## src/rtl/bus_grant_arbiter.sv

```systemverilog
module bus_grant_arbiter #(
  parameter int SYNC_STAGES = 2
) (
  input  logic clk,
  input  logic rst_n,
  input  logic bus_req,
  input  logic ext_busy,
  input  logic ext_need,
  input  logic go_mode,
  output logic bus_grant,
  output logic grant_hung,
  output logic drv_en,
  output logic core_halt
);

  logic [SYNC_STAGES-1:0] req_sync;
  logic req_s;
  logic grant_q;
  logic drv_q;

  always_ff @(posedge clk)
    req_sync <= {req_sync[SYNC_STAGES-2:0], bus_req};

  assign req_s = req_sync[SYNC_STAGES-1];

  always_ff @(posedge clk) begin
    if (!rst_n) begin
      grant_q <= req_s;
      drv_q   <= !req_s;
    end else if (!grant_q) begin
      if (req_s && !ext_busy) begin
        grant_q <= 1'b1;
        drv_q   <= 1'b0;
      end
    end else if (!req_s) begin
      grant_q <= 1'b0;
      drv_q   <= 1'b1;
    end
  end

  assign bus_grant  = grant_q;
  assign drv_en     = drv_q;
  assign grant_hung = grant_q & ext_need;
  assign core_halt  = grant_q & (go_mode ? ext_need : 1'b1);

  assert_grant_after_req_R1: assert property (@(posedge clk) disable iff (!rst_n)
    $rose(bus_grant) |-> $past(req_s));

  assert_no_grant_in_access_R2: assert property (@(posedge clk) disable iff (!rst_n)
    ($rose(bus_grant) && $past(rst_n)) |-> !$past(ext_busy));

  assert_drivers_off_R3: assert property (@(posedge clk) disable iff (!rst_n)
    drv_en == !bus_grant);

  assert_halt_plain_R4: assert property (@(posedge clk) disable iff (!rst_n)
    (bus_grant && !go_mode) |-> core_halt);

  assert_go_runs_R5: assert property (@(posedge clk) disable iff (!rst_n)
    (go_mode && !ext_need) |-> !core_halt);

  assert_hung_R6: assert property (@(posedge clk) disable iff (!rst_n)
    grant_hung |-> (bus_grant && ext_need));

  assert_release_R7: assert property (@(posedge clk) disable iff (!rst_n)
    ($fell(bus_grant) && $past(rst_n)) |-> !$past(req_s));

endmodule

```

## config.mk

```make
export PLATFORM = sky130hd
export DESIGN_NAME = bus_grant_arbiter
export DESIGN_NICKNAME = d
export VERILOG_FILES = /design/src/rtl/bus_grant_arbiter.sv
export SDC_FILE = /design/constraint.sdc
export NUM_CORES = 1
export LEC_CHECK = 0
export ABC_AREA = 1
export CAP_MARGIN = 20
export CORE_AREA = 2 2 39 41
export DETAILED_ROUTE_END_ITERATION = 12
export DIE_AREA = 0 0 41 43
export DONT_BUFFER_PORTS = 1
export PLACE_DENSITY = 0.3
export SYNTH_ARGS = -nofsm -noshare
export SYNTH_HDL_FRONTEND = slang
export SYNTH_SLANG_ARGS = --single-unit
export TNS_END_PERCENT = 1
```

## constraint.sdc

```tcl
create_clock -name clk -period 1.53 [get_ports clk]
set_clock_uncertainty 0.15 [all_clocks]
set_input_delay 0.306 -clock clk [delete_from_list [all_inputs] [get_ports clk]]
set_output_delay 0.306 -clock clk [all_outputs]
set_load 0.1 [all_outputs]
```

==> flow_metrics.py <==
metrics = {
    "worst_hold_path": {
        "hold_start": "ext_busy",
        "hold_path.class": "primary input to register",
        "holdPathEnd": "bus_grant",
        "hold-path-cell-count": 3,
    },
    "worst_setup_path": {
        "setup.worst_path.class": "register to output port",
        "path_max_fanout": 4,
        "crit_chain": "inv_4 > o21ai_4 > buf_12",
        "cp-end-kind": "output port",
        "r2r_slack_ps": 530,
        "reg2reg_from": "bus_grant",
        "path_buf_inv": 2,
        "r2r-end": "drv_en",
        "cp_top_family": "flip-flops",
        "reg2regPathDepth": 3,
        "crit_required_ps": 1070,
        "crit_path_start_kind": "register",
        "critPathSlowestCell": "dfxtp_4",
        "arrival_ps": 1000,
        "crit_path_max_incr_delay_ps": 370,
    },
    "die": {
        "dieArea_mm2": 0.00176,
        "fp-row-count": 14,
        "dieWidth_um": 41,
        "coreArea_mm2": 0.00138,
        "pin_count": 10,
        "start_util_pct": 10.8,
        "fp.dieH_um": 43,
    },
    "yosys": {
        "syn_inst": 18,
        "yosysSeqAreaShare_pct": 60.0,
        "synth_seq_cells": 4,
        "syn-num-nets": 24,
        "synth_area_leaders": "dfxtp_1, edfxtp_1, nand2_1, inv_1, nand3b_1",
        "synth-edff-count": 1,
        "synthTopCellsByCount": "nand2_1, dfxtp_1, inv_1",
        "syn_avg_cell_area_um2": 8.34,
        "synth_most_common_cell": "nand2_1",
        "syn_area_um2": 150,
        "synth_top_area_share_pct": 40.0,
        "ys_types": 9,
        "yosys.area.top_type": "dfxtp_1",
        "yosys_warnings": 0,
        "synth-async-reset-ratio_pct": 0,
        "synth_ff_type": "dfxtp_1",
    },
    "timing": {
        "max_clock_freq_mhz": 685,
        "period_share_pct": 95.4,
        "hold_viol": 0,
        "slew_headroom_pct": 81.7,
        "slew_violations": 0,
        "tightest_slew_ps": 277,
        "min_period_ps": 1460,
        "rsz0062_at_grt": "false",
        "finalSetupViolCount": 0,
    },
    "clocking": {
        "cts_sinks": 4,
        "cts_htree_levels": 1,
        "clk_path_buf_depth": 2,
        "numCtsBuffers": 3,
        "clkLatencyLatePin_ps": 240,
        "clkTransAtPathRegs_ps": 40,
        "root_buffer": "clkbuf_4",
        "post-cts-setup-buffers": 0,
        "cts_tree": "yes",
    },
    "routing": {
        "drc": 0,
        "drt-initial-drc-count": 4,
        "via_count": 141,
        "ant_nets": 0,
        "finalWirelength_um": 290,
        "drt-pass1-iter-count": 2,
        "wl_per_cell_um": 6.74,
        "viasPerCell": 3.28,
    },
    "finish": {
        "final_cell_area_um2": 285,
        "nets": 34,
        "areaGrowthSynthToFinish_pct": 90.0,
        "antennaDiodeCount": 0,
        "layout-drive-gt1-share_pct": 44.4,
    },
    "power_and_ir_drop": {
        "peakVddDrop_v": 0.000400,
        "total_power_uw": 373,
        "powerDensity_mw_per_mm2": 1310,
        "p_leak_uw": 0.000121,
    },
    "grt": {
        "grt_pass1_vias": 105,
        "grt_max_degree": 6,
        "antenna_found_initial": 0,
        "globalRouteTotalUtil_pct": 4.62,
        "grt_pass1_wl_um": 448,
        "grt_overflow": 0,
    },
    "placed_design": {
        "gp_congestion": 0.479,
        "postPlaceCellArea_um2": 246,
        "numPortBuffers": 0,
    },
    "run_status": {
        "status": "completed",
    },
    "run": {
        "maxCapViolCount": 0,
    },
}
==> metal layers <==
| layer | track usage, % | wire length [um] | vias up |
|---|---|---|---|
| li1 | - | - | 74 |
| met1 | 4.52 | 117 | 61 |
| met2 | 4.06 | 124 | 6 |
| met3 | 6.81 | 48 | 0 |
| met4 | 4.00 | 0 | 0 |
| met5 | 0 | 0 | - |
==> cell usage in the layout (no fill, tap or decap), drive strengths merged <==
cell         instances
nand2                7
clkbuf               4
buf                  4
dfxtp                3
inv                  2
o21ai                2
nand3b               1
clkinvlp             1
nand3                1
edfxtp               1
dlygate4sd3          1
==> how the worst max path moves through the flow <==
| stage | start | to | cells past startpoint |
|---|---|---|---|
| 2_1_floorplan | bus_grant | core_halt | 2 |
| 3_3_place_gp | bus_grant | grant_hung | 3 |
| 3_5_place_dp | bus_grant | grant_hung | 3 |
| 4_1_cts | bus_grant | grant_hung | 3 |
| 5_1_grt | bus_grant | core_halt | 3 |
| 6_report | bus_grant | core_halt | 3 |
==> cell families (layout without fill, tap and decap cells) <==
group,count (synthesis),count (layout),share of synthesized area (%)
AND/OR/NAND/NOR,9,9,25.8
flip-flops,4,4,60.0
buffers and inverters,3,12,7.50
AO/OA/AOI/OAI,2,2,6.66
==> area by class of cell <==
| class | instances | area, um^2 |
|---|---|---|
| Fill cell | 160 | 1100 |
| Timing Repair Buffer | 5 | 65.1 |
| Clock buffer | 4 | 26.3 |
| Tap cell | 16 | 20.0 |
| Sequential cell | 4 | 93.8 |
| Multi-Input combinational cell | 11 | 62.6 |
| Inverter | 3 | 17.5 |
==> tightest hold or removal path: stages <==
cell and delay (ps):
nand3_1 60, nand2_1 40, inv_1 40
==> state kept, by name, summed over array words and instances, names as in the netlist <==
| name | cells |
|---|---|
| bus_grant | 1 |
| drv_en | 1 |
| req_sync | 2 |
==> power by group <==
group	switching (uW)	internal, uW	leakage, uW
registers	5.39	117	0.0000359
logic	76.7	30.3	0.0000699
clock network	45.4	98.0	0.0000150
==> stage by stage <==
| stage | util (%) | setup slack [ps] | setup TNS [ps] | cells | hold slack [ps] |
|---|---|---|---|---|---|
| final | 20.6 | 69.9 | 0 | 43 | 92.8 |
| after global routing | 20.6 | 10.5 | 0 | 43 | 87.2 |
| after CTS | 20.4 | 0.943 | 0 | 43 | 82.2 |
| after detailed placement | 17.8 | 270 | 0 | 38 | 166 |
| after global placement | 17.8 | 278 | 0 | 38 | 161 |
| after floorplan | - | -111 | -155 | 18 | 160 |
==> timing repair <==
item / 4_1_cts / 5_1_grt
setup endpoints to repair: 0 / 2
gates resized for setup: 0 / 1
hold endpoints to repair: 1 / 0
hold buffers: 1 / 0
No activity file was read; power rests on OpenSTA's default activity.
